File: src/rtl/msr_pkg.sv
package msr_pkg;

  typedef enum logic [2:0] {
    ST_IDLE,
    ST_SIZE1,
    ST_SIZE2,
    ST_ADDR,
    ST_DATA
  } msrState_e;

  // strobes from control to datapath
  typedef struct packed {
    logic load;     // capture settings
    logic stage1;   // register 4 KB-limited size
    logic stage2;   // register final size and length
    logic arValid;  // request phase
    logic arFire;   // request accepted
    logic inData;   // receiving a burst
  } msrStrobe_t;

endpackage

File: src/rtl/msr_ctrl.sv
module msr_ctrl
  import msr_pkg::*;
(
  input  logic       clk,
  input  logic       rstN,
  input  logic       start,
  input  logic       stop,
  input  logic       arReady,
  input  logic       rValid,
  input  logic       rReady,
  input  logic       rLast,
  input  logic       pendZero,
  output msrStrobe_t strb,
  output logic       done
);

  msrState_e stateQ, stateD;
  logic      abortQ;
  logic      lastBeatFire;

  assign lastBeatFire = (stateQ == ST_DATA) && rValid && rReady && rLast;

  always_comb begin
    stateD = stateQ;
    case (stateQ)
      ST_IDLE:  if (start) stateD = ST_SIZE1;
      ST_SIZE1: stateD = (abortQ || pendZero) ? ST_IDLE : ST_SIZE2;
      ST_SIZE2: stateD = ST_ADDR;
      ST_ADDR:  if (arReady) stateD = ST_DATA;
      ST_DATA:  if (lastBeatFire) stateD = (abortQ || pendZero) ? ST_IDLE : ST_SIZE1;
      default:  stateD = ST_IDLE;
    endcase
  end

  always_comb begin
    strb.load    = start && (stateQ == ST_IDLE);
    strb.stage1  = (stateQ == ST_SIZE1);
    strb.stage2  = (stateQ == ST_SIZE2);
    strb.arValid = (stateQ == ST_ADDR);
    strb.arFire  = (stateQ == ST_ADDR) && arReady;
    strb.inData  = (stateQ == ST_DATA);
  end

  always_ff @(posedge clk or negedge rstN) begin
    if (!rstN) begin
      stateQ <= ST_IDLE;
      abortQ <= 1'b0;
      done   <= 1'b0;
    end else begin
      stateQ <= stateD;
      if (stop)           abortQ <= 1'b1;
      else if (strb.load) abortQ <= 1'b0;
      done <= (stateQ != ST_IDLE) && (stateD == ST_IDLE);
    end
  end

  // completion is reported for one cycle only
  assert_done_pulse_R10: assert property (@(posedge clk) disable iff (!rstN)
    done |=> !done);

  // an abort seen before a request leads straight back to idle
  assert_abort_exit_R12: assert property (@(posedge clk) disable iff (!rstN)
    (stateQ == ST_SIZE1 && abortQ) |=> (stateQ == ST_IDLE && done));

  // a start while busy does not restart sizing from the address phase
  assert_busy_start_R13: assert property (@(posedge clk) disable iff (!rstN)
    (stateQ == ST_ADDR && start && !arReady) |=> (stateQ == ST_ADDR));

endmodule

File: src/rtl/msr_dpath.sv
module msr_dpath
  import msr_pkg::*;
#(
  parameter int ADDR_W     = 32,
  parameter int CNT_W      = 32,
  parameter int LEN_W      = 8,
  parameter int SIZE_W     = 3,
  parameter int PAGE_BYTES = 4096
) (
  input  logic              clk,
  input  logic              rstN,
  input  msrStrobe_t        strb,
  input  logic [ADDR_W-1:0] cfgSrcAddr,
  input  logic [CNT_W-1:0]  cfgByteCount,
  input  logic [LEN_W-1:0]  cfgMaxLen,
  input  logic [SIZE_W-1:0] cfgBeatSize,
  input  logic              arReady,
  input  logic              rValid,
  input  logic              rLast,
  input  logic              tReady,
  output logic [ADDR_W-1:0] arAddr,
  output logic [LEN_W-1:0]  arLen,
  output logic [SIZE_W-1:0] arSize,
  output logic              rReady,
  output logic              tValid,
  output logic              tLast,
  output logic              pendZero
);

  // widest nominal burst: (2^LEN_W) beats of 2^(2^SIZE_W - 1) bytes
  localparam int BYTE_W = LEN_W + 1 + (1 << SIZE_W) - 1;
  localparam int PAGE_W = $clog2(PAGE_BYTES);

  logic [ADDR_W-1:0] srcAddr;
  logic [CNT_W-1:0]  pending;
  logic [LEN_W-1:0]  lenLimit;
  logic [SIZE_W-1:0] sizeReg;
  logic [BYTE_W-1:0] clip1;
  logic [BYTE_W-1:0] burstBytes;
  logic [LEN_W-1:0]  burstLen;
  logic              lastBurst;

  // stage one: nominal size, cut at the page line
  logic [BYTE_W-1:0] nominal;
  logic [BYTE_W-1:0] pageOff;
  logic [BYTE_W:0]   pageSum;
  logic              crossesPage;
  logic [BYTE_W-1:0] toEdge;
  logic [BYTE_W-1:0] clipNext;

  assign nominal     = BYTE_W'({1'b0, lenLimit} + 1'b1) << sizeReg;
  assign pageOff     = BYTE_W'(srcAddr[PAGE_W-1:0]);
  assign pageSum     = {1'b0, nominal} + {1'b0, pageOff};
  assign crossesPage = pageSum >= (BYTE_W+1)'(PAGE_BYTES);
  assign toEdge      = BYTE_W'(PAGE_BYTES) - pageOff;
  assign clipNext    = crossesPage ? toEdge : nominal;

  // stage two: cut to the remaining count, derive the length field
  logic [CNT_W-1:0]  clipWide;
  logic [BYTE_W-1:0] take;
  logic [BYTE_W-1:0] beatMask;
  logic [BYTE_W:0]   beats;
  logic [LEN_W-1:0]  newLen;

  assign clipWide = CNT_W'(clip1);
  assign take     = (pending < clipWide) ? pending[BYTE_W-1:0] : clip1;
  assign beatMask = ~({BYTE_W{1'b1}} << sizeReg);
  assign beats    = ({1'b0, take} + {1'b0, beatMask}) >> sizeReg;
  assign newLen   = (beats == '0) ? '0 : LEN_W'(beats - 1'b1);

  always_ff @(posedge clk or negedge rstN) begin
    if (!rstN) begin
      srcAddr    <= '0;
      pending    <= '0;
      lenLimit   <= '0;
      sizeReg    <= '0;
      clip1      <= '0;
      burstBytes <= '0;
      burstLen   <= '0;
      lastBurst  <= 1'b0;
    end else begin
      if (strb.load) begin
        srcAddr   <= cfgSrcAddr;
        pending   <= cfgByteCount;
        lenLimit  <= cfgMaxLen;
        sizeReg   <= cfgBeatSize;
        lastBurst <= 1'b0;
      end
      if (strb.stage1) clip1 <= clipNext;
      if (strb.stage2) begin
        burstBytes <= take;
        burstLen   <= newLen;
      end
      if (strb.arFire) begin
        srcAddr   <= srcAddr + ADDR_W'(burstBytes);
        pending   <= pending - CNT_W'(burstBytes);
        lastBurst <= (pending == CNT_W'(burstBytes));
      end
    end
  end

  assign arAddr   = srcAddr;
  assign arLen    = burstLen;
  assign arSize   = sizeReg;
  assign pendZero = (pending == '0);

  // read beats pass to the stream only while a burst is being received
  assign rReady = strb.inData && tReady;
  assign tValid = strb.inData && rValid;
  assign tLast  = tValid && rLast && lastBurst;

  // request fields hold while the request waits
  assert_ar_stable_R7: assert property (@(posedge clk) disable iff (!rstN)
    (strb.arValid && !arReady) |=> (strb.arValid && $stable(arAddr) && $stable(arLen)));

  // no burst runs past the page line
  assert_page_limit_R4: assert property (@(posedge clk) disable iff (!rstN)
    strb.arValid |-> (({1'b0, pageOff} + {1'b0, burstBytes}) <= (BYTE_W+1)'(PAGE_BYTES)));

  // the length cap is never exceeded
  assert_len_cap_R3: assert property (@(posedge clk) disable iff (!rstN)
    strb.arValid |-> (arLen <= lenLimit));

  // an accepted burst never exceeds the bytes still pending
  assert_no_underflow_R5: assert property (@(posedge clk) disable iff (!rstN)
    strb.arFire |-> (CNT_W'(burstBytes) <= pending && burstBytes != '0));

  // the last-beat marker only appears once every byte is requested
  assert_tlast_final_R9: assert property (@(posedge clk) disable iff (!rstN)
    tLast |-> (pending == '0));

endmodule

File: src/rtl/mem_stream_reader.sv
module mem_stream_reader
  import msr_pkg::*;
#(
  parameter int ADDR_W     = 32,
  parameter int DATA_W     = 32,
  parameter int CNT_W      = 32,
  parameter int ID_W       = 4,
  parameter int USER_W     = 1,
  parameter int PAGE_BYTES = 4096
) (
  input  logic              clk,
  input  logic              rstN,
  input  logic              start,
  input  logic              stop,
  input  logic [ADDR_W-1:0] cfgSrcAddr,
  input  logic [CNT_W-1:0]  cfgByteCount,
  input  logic [7:0]        cfgMaxLen,
  input  logic [2:0]        cfgBeatSize,
  output logic              done,
  output logic [ID_W-1:0]   arId,
  output logic [ADDR_W-1:0] arAddr,
  output logic [7:0]        arLen,
  output logic [2:0]        arSize,
  output logic [1:0]        arBurst,
  output logic              arLock,
  output logic [3:0]        arCache,
  output logic [2:0]        arProt,
  output logic [3:0]        arQos,
  output logic [USER_W-1:0] arUser,
  output logic              arValid,
  input  logic              arReady,
  input  logic [DATA_W-1:0] rData,
  input  logic              rLast,
  input  logic              rValid,
  output logic              rReady,
  output logic [DATA_W-1:0] tData,
  output logic              tLast,
  output logic              tValid,
  input  logic              tReady
);

  msrStrobe_t strb;
  logic       pendZero;

  msr_ctrl ctrl_i (
    .clk      (clk),
    .rstN     (rstN),
    .start    (start),
    .stop     (stop),
    .arReady  (arReady),
    .rValid   (rValid),
    .rReady   (rReady),
    .rLast    (rLast),
    .pendZero (pendZero),
    .strb     (strb),
    .done     (done)
  );

  msr_dpath #(
    .ADDR_W     (ADDR_W),
    .CNT_W      (CNT_W),
    .LEN_W      (8),
    .SIZE_W     (3),
    .PAGE_BYTES (PAGE_BYTES)
  ) dpath_i (
    .clk          (clk),
    .rstN         (rstN),
    .strb         (strb),
    .cfgSrcAddr   (cfgSrcAddr),
    .cfgByteCount (cfgByteCount),
    .cfgMaxLen    (cfgMaxLen),
    .cfgBeatSize  (cfgBeatSize),
    .arReady      (arReady),
    .rValid       (rValid),
    .rLast        (rLast),
    .tReady       (tReady),
    .arAddr       (arAddr),
    .arLen        (arLen),
    .arSize       (arSize),
    .rReady       (rReady),
    .tValid       (tValid),
    .tLast        (tLast),
    .pendZero     (pendZero)
  );

  assign arValid = strb.arValid;
  assign arBurst = 2'b01;
  assign arId    = '0;
  assign arLock  = 1'b0;
  assign arCache = '0;
  assign arProt  = '0;
  assign arQos   = '0;
  assign arUser  = '0;
  assign tData   = rData;

endmodule

File: config.mk
export PLATFORM = sky130hd
export DESIGN_NAME = mem_stream_reader
export DESIGN_NICKNAME = d
export VERILOG_FILES = /design/src/rtl/msr_pkg.sv /design/src/rtl/msr_ctrl.sv /design/src/rtl/msr_dpath.sv /design/src/rtl/mem_stream_reader.sv
export SDC_FILE = /design/constraint.sdc
export NUM_CORES = 1
export LEC_CHECK = 0
export ABC_AREA = 1
export CAP_MARGIN = 20
export CORE_MARGIN = 8
export CORE_UTILIZATION = 55
export CTS_CLUSTER_SIZE = 24
export DETAILED_ROUTE_END_ITERATION = 7
export DONT_BUFFER_PORTS = 1
export PLACE_DENSITY = 0.82
export SYNTH_ARGS = -nofsm -noshare
export SYNTH_HDL_FRONTEND = slang
export SYNTH_SLANG_ARGS = --single-unit
File: constraint.sdc
create_clock -name clk -period 12.9 [get_ports clk]
set_input_delay 1.29 -clock clk [delete_from_list [all_inputs] [get_ports clk]]
set_output_delay 1.29 -clock clk [all_outputs]
set_load 0.05 [all_outputs]
==> qor.yml, run 1 <==
ant_nets: 0
timing.max_cap.violations: 0
post_synth_instance_area_um2: 10700
multiInputGateArea_um2: 6430
hold_viol: 0
io_pins: 214
num_vias: 10400
globalRouteOverflowTotal: 0
grt_pass1_vias: 10000
reg2regPathDepth: 33
synthesis.instances: 1595
synthTopCellsByCount: "435 x sky130_fd_sc_hd__nand2_1, 179 x sky130_fd_sc_hd__inv_1, 143 x sky130_fd_sc_hd__o21ai_0"
cts.repair_timing.setup_buffer_count: 0
crit_path_max_fanout: 29
worstPathBufferInverterCount: 2
crit_path_max_incr_delay_ns: 0.51
wirelength_per_cell_um: 16.8
detailed_place_hpwl_um: 22300
worst-setup-path-type: "reg2reg"
grt_max_degree: 122
critical-path-slowest-cell: "sky130_fd_sc_hd__nand2_2"
worst-endpoint-required_ns: 13.22
firstDrtPassIters: 6
insertion_delay_ns: 0.44
crit_path_start_kind: "flip-flop"
run_status: "completed"
vias_per_cell: 5.72
hp-class: "reg2reg"
crit_path_frequent_cell: "sky130_fd_sc_hd__nand2_1"
fill_cells: 1756
timing.rr.start: "dpath_i.pending[5]$_DFFE_PN0P_"
drv_slew: 0
power_density_nw_per_um2: 320
numCtsBuffers: 17
area_growth_pct: 4.40
relSlewSlack_pct: 25.4
max_freq_mhz: 171
design.core.area_um2: 19300
period_needed_ns: 5.86
cp.depth: 33
critical_path_arrival_ns: 6.18
synth_largest_area_cell: "sky130_fd_sc_hd__dfrtp_1"
synth_enable_flop_cells: 0
worst_slew_pin_slew_ns: 1.11
timing.setup.tns_ns: 0
ff2ff_setup_slack_ns: 7.04
cts_htree_levels: 4
holdCritStartpoint: "dpath_i.clip1[14]$_DFFE_PN0N_"
ctsResizeCount: 0
global_route_wire_length_before_repair_um: 49500
fin_nets: 1725
globalplace.congestion: 0.917
fin_crit_sh_pct: 45.4
sequential_cell_area_um2: 3030
port-buffer-count: 0
layout_cells_sized_above_1_pct: 7.04
floorplan.die.width_um: 156
placed_cells_incl_taps: 1782
synthesis.yosys.warnings: 0
clock_tree.root_cell: "sky130_fd_sc_hd__clkbuf_16"
postSynth.topFlopCell: "sky130_fd_sc_hd__dfrtp_1"
rsz_0062_raised_after_global_routing: "no"
whs_endpoint: "dpath_i.clip1[14]$_DFFE_PN0N_"
clkSlewWorstSetupHoldPaths_ns: 0.06
holdBufCountCts: 0
ys_seq_elements: 121
synth_largest_type_area_fraction_pct: 28.2
num_antenna_cells: 0
fp.dieArea_um2: 24300
worst_setup_path_end_kind: "flip-flop"
initial_utilization_pct: 55.6
die_h_um: 156
holdPathStages: 2
asyncSetResetFlopFracSynth_pct: 100
finalSetupViolCount: 0
cts_tree: "done"
detail_route.iter0.violations: 853
final_cells: 1814
yosys-top-cells-area: "sky130_fd_sc_hd__dfrtp_1 28%, sky130_fd_sc_hd__nand2_1 15%, sky130_fd_sc_hd__ha_1 8.2%"
launching_instance_or_port_of_the_critical_path: "dpath_i.pending[5]$_DFFE_PN0P_"
grt_antenna_before_repair: 1
routed_wl_um: 30400
yosysMostFrequentCell: "sky130_fd_sc_hd__nand2_1"
finalClockSkew_ns: 0.0169
yosysSeqAreaShare_pct: 28.2
cpLargestDelayFamily: "simple AND/OR/NAND/NOR gates"
synth_area_per_cell_um2: 6.73
row_count: 51
clock_sinks: 121
clk_path_buf_depth: 2
totalPowerFinal_mw: 3.59
post-route-drc-count: 0
regToRegEndpoint: "dpath_i.arLen[4]$_DFFE_PN0P_"
power.ir.vdd_worst_mv: 0.117
ys_types: 46
power.static_leakage_nw: 5.59
grt.total_usage_pct: 25.2
## placed cells by master, fill, tap and decap left out, types with 10 or more instances in the layout
| cell type | count |
|---|---|
| sky130_fd_sc_hd__ha_1 | 70 |
| sky130_fd_sc_hd__nor3_1 | 13 |
| sky130_fd_sc_hd__nand2_1 | 433 |
| sky130_fd_sc_hd__xnor2_1 | 16 |
| sky130_fd_sc_hd__conb_1 | 19 |
| sky130_fd_sc_hd__o21ai_0 | 143 |
| sky130_fd_sc_hd__o22ai_1 | 18 |
| sky130_fd_sc_hd__nand2_2 | 17 |
| sky130_fd_sc_hd__nand3_2 | 10 |
| sky130_fd_sc_hd__nand4_1 | 14 |
| sky130_fd_sc_hd__nand3_1 | 93 |
| sky130_fd_sc_hd__o211ai_1 | 22 |
| sky130_fd_sc_hd__clkbuf_16 | 17 |
| sky130_fd_sc_hd__xor2_1 | 29 |
| sky130_fd_sc_hd__nor2_1 | 115 |
| sky130_fd_sc_hd__inv_2 | 20 |
| sky130_fd_sc_hd__o221ai_1 | 11 |
| sky130_fd_sc_hd__inv_1 | 178 |
| sky130_fd_sc_hd__a21oi_1 | 93 |
| sky130_fd_sc_hd__dfrtp_1 | 121 |
## sequential cells by signal, summed over array words and instances, names as in the netlist
name and flops:
ctrl_i.abortQ 1, ctrl_i.done 1, ctrl_i.stateQ 3, dpath_i.arAddr 32
dpath_i.arLen 8, dpath_i.arSize 3, dpath_i.burstBytes 16, dpath_i.clip1 16
dpath_i.lastBurst 1, dpath_i.lenLimit 8, dpath_i.pending 32
## metrics by stage
stage | utilization (%) | setup slack [ns] | hold slack (ns) | area [um^2]
floorplan | - | 7.95 | 0.454 | 10800
global placement | 54.8 | 7.34 | 0.481 | 10600
detailed placement | 54.8 | 7.16 | 0.480 | 10600
CTS | 58.0 | 7.13 | 0.504 | 11200
global route | 58.0 | 6.42 | 0.528 | 11200
finish | 58.0 | 7.04 | 0.508 | 11200
## worst max-delay path by stage
stage / end / slack [ns]
floorplan: dpath_i.arLen[0]$_DFFE_PN0P_ / 7.95
global placement: dpath_i.arLen[2]$_DFFE_PN0P_ / 7.34
detailed placement: dpath_i.arLen[6]$_DFFE_PN0P_ / 7.16
finish: dpath_i.arLen[4]$_DFFE_PN0P_ / 7.04
global route: dpath_i.arLen[3]$_DFFE_PN0P_ / 6.42
CTS: dpath_i.arLen[5]$_DFFE_PN0P_ / 7.13
## layout make-up
| class | count | share of cell area (%) |
|---|---|---|
| clock buffer | 19 | 3.95 |
| clock inverter | 13 | 1.50 |
| inverter | 198 | 6.63 |
| multi-input combinational | 1189 | 57.4 |
| sequential | 121 | 27.0 |
| tap | 265 | 2.96 |
| timing repair buffer | 9 | 0.602 |
## per-layer routing
layer  share of wire (%)  GRT usage (%)  vias to the layer above
li1                    -              -                     5038
met1                  41           31.1                     4816
met2                  46           40.4                      439
met3                 8.7           5.29                       88
met4                 4.5           14.2                        2
met5               0.043              0                        -
## power breakdown
| group | internal, mW | leakage [nW] | switching [mW] |
|---|---|---|---|
| sequential | 0.548 | 1.51 | 0.440 |
| combinational | 0.723 | 3.80 | 1.37 |
| clock | 0.310 | 0.283 | 0.197 |
| total | 1.58 | 5.59 | 2.01 |
## worst min-delay path: cells and delay by family (launching register included)
family | cells | cell delay, ns
buffers and inverters | 1 | 0.04
flip-flops | 1 | 0.37
AND/OR/NAND/NOR | 1 | 0.06
## kinds of logic (layout without fill, tap and decap cells)
group,after synthesis,in the layout,synth area share (%)
and+or+nand+nor,726,726,29.6
AOI/OAI and AO/OA,323,323,16.8
buffers and inverters,302,239,12.6
DFF,121,121,28.2
adders and majority gates,74,74,8.90
xor gates and xnor gates,45,45,3.67
other,2,19,0.0699
muxes,2,2,0.186
Note: power is estimated with default switching activity, not from simulation.
==> run 2: changes to the inputs <==
Settings changed: PLACE_DENSITY 0.82 to 0.85.
Clock period 12.9 ns to 4.9 ns, I/O delays scaled along.
==> run 2 against run 1 <==
  * The flow now finishes with violations (negative hold slack)
  * Sequential share of layout area fell by 0.73 points
  * Power rose to 2.7 times the previous value
  * Worst setup slack got worse by 6.7 ns
  * Flip-flop and latch count did not move
  * First-iteration DRC count rose by 26%
  * Via count rose by 3.8%
  * Die area did not move
  * Clock-buffer cell count did not move
  * Cell count rose by 1.6%
  * Critical path type unchanged
  * Largest cell class unchanged
  * Largest power group unchanged
==> qor.yml, run 2 (same netlist as run 1, synthesis figures left out) <==
clock_tree.root_cell: "sky130_fd_sc_hd__clkbuf_16"
firstDrtPassIters: 7
fin_crit_sh_pct: 94.0
totalPowerFinal_mw: 9.77
wirelength_per_cell_um: 17.3
worst-setup-path-type: "reg2reg"
detail_route.iter0.violations: 1073
insertion_delay_ns: 0.43
ant_nets: 0
detailed_place_hpwl_um: 23100
worst-endpoint-required_ns: 5.21
timing.rr.start: "dpath_i.clip1[5]$_DFFE_PN0N_"
crit_path_frequent_cell: "sky130_fd_sc_hd__nand2_1"
die_h_um: 156
routed_wl_um: 31900
power.ir.vdd_worst_mv: 0.368
cts_htree_levels: 4
finalClockSkew_ns: 0.00891
launching_instance_or_port_of_the_critical_path: "dpath_i.clip1[5]$_DFFE_PN0N_"
post-route-drc-count: 0
globalplace.congestion: 0.967
cpLargestDelayFamily: "simple AND/OR/NAND/NOR gates"
crit_path_start_kind: "flip-flop"
reg2regPathDepth: 34
globalRouteOverflowTotal: 0
crit_path_max_incr_delay_ns: 0.39
most-common-layout-cells: "430 x sky130_fd_sc_hd__nand2_1, 175 x sky130_fd_sc_hd__inv_1, 140 x sky130_fd_sc_hd__o21ai_0"
run_status: "complete, but fails checks"
area_growth_pct: 7.32
grt_max_degree: 122
clk_path_buf_depth: 2
port-buffer-count: 0
io_pins: 214
global_route_wire_length_before_repair_um: 50900
clock_sinks: 121
critical_path_arrival_ns: 4.92
period_needed_ns: 4.61
fin_nets: 1754
power.static_leakage_nw: 5.75
grt_antenna_before_repair: 0
crit_path_max_fanout: 8
drv_slew: 0
clkSlewWorstSetupHoldPaths_ns: 0.06
floorplan.die.width_um: 156
critical-path-slowest-cell: "sky130_fd_sc_hd__dfrtp_1"
relSlewSlack_pct: 33.3
worst_slew_pin_slew_ns: 0.997
design.core.area_um2: 19300
vias_per_cell: 5.85
power_density_nw_per_um2: 848
commonest_non_fill_non_tap_cell_in_the_layout: "sky130_fd_sc_hd__nand2_1"
hold_viol: 10
worst_setup_path_end_kind: "flip-flop"
violations: "negative hold slack"
row_count: 51
worstPathBufferInverterCount: 4
finalSetupViolCount: 0
regToRegEndpoint: "dpath_i.arLen[3]$_DFFE_PN0P_"
timing.max_cap.violations: 0
grt_pass1_vias: 10300
ff2ff_setup_slack_ns: 0.29
layout_cells_sized_above_1_pct: 10.0
cts_tree: "done"
grt.total_usage_pct: 25.9
final_cells: 1843
fp.dieArea_um2: 24300
placed_cells_incl_taps: 1804
fill_cells: 1706
whs_ns: -0.0270
max_freq_mhz: 217
hp-class: "in2async"
numCtsBuffers: 17
num_antenna_cells: 0
num_vias: 10800
fin_util_pct: 59.6
initial_utilization_pct: 55.6
## run 2: changes by cell type in the layout (fill, tap and decap cells not counted), moves of 3 or more
cell,previous run,this run
sky130_fd_sc_hd__buf_4,9,36
sky130_fd_sc_hd__ha_1,70,66
sky130_fd_sc_hd__clkinvlp_4,5,2
sky130_fd_sc_hd__inv_1,178,175
sky130_fd_sc_hd__inv_2,20,23
sky130_fd_sc_hd__nand2_1,433,430
sky130_fd_sc_hd__o21ai_0,143,140
## run 2: worst max path at each step
stage	to	slack, ns	cells after the start
finish	dpath_i.arLen[3]$_DFFE_PN0P_	0.29	34
global route	dpath_i.arLen[3]$_DFFE_PN0P_	-0.07	34
CTS	dpath_i.arLen[7]$_DFFE_PN0P_	0.03	34
detailed placement	dpath_i.arLen[7]$_DFFE_PN0P_	-0.04	34
global placement	dpath_i.arLen[0]$_DFFE_PN0P_	0.19	34
floorplan	dpath_i.arLen[0]$_DFFE_PN0P_	0.04	36
## run 2: where the power goes
group | internal [mW] | switching, mW | total, mW | leakage [nW]
Sequential | 1.44 | 1.05 | 2.49 | 1.51
Combinational | 2.10 | 3.90 | 6.00 | 3.96
Clock | 0.767 | 0.519 | 1.29 | 0.285
## run 2: routing by layer
layer / vias to the layer above / wire [um] / GRT usage, %
met5: - / 0 / 0
met4: 0 / 1560 / 14.9
met3: 119 / 2820 / 5.21
met2: 524 / 15000 / 42.7
met1: 5060 / 12500 / 31.1
li1: 5072 / - / -
## run 2: what timing repair did
| action | CTS | global route |
|---|---|---|
| buffers inserted | 0 | 6 |
| pin swaps | 0 | 14 |
| setup endpoints to repair | 8 | 8 |
| hold buffers | 1 | 0 |
| resized for setup | 1 | 26 |
| gates cloned | 0 | 0 |
| hold endpoints to repair | 121 | 0 |
## run 2: metrics by stage
stage          area (um^2)  setup slack, ns  TNS (ns)  hold WS, ns
2_1_floorplan        10800           0.0399         0        0.194
3_3_place_gp         10800            0.186         0        0.198
3_5_place_dp         10800          -0.0372    -0.167        0.198
4_1_cts              11400           0.0252         0       0.0555
5_1_grt              11500          -0.0700    -0.305       0.0591
6_report             11500            0.292         0      -0.0270
## run 2: cell type report
class	count	area, um^2	area share [%]
Inverter	198	743	6.45
Timing Repair Buffer	38	309	2.68
Tap cell	265	332	2.88
Clock buffer	19	443	3.84
Multi-Input combinational cell	1189	6530	56.6
Sequential cell	121	3030	26.3
Clock inverter	13	143	1.24
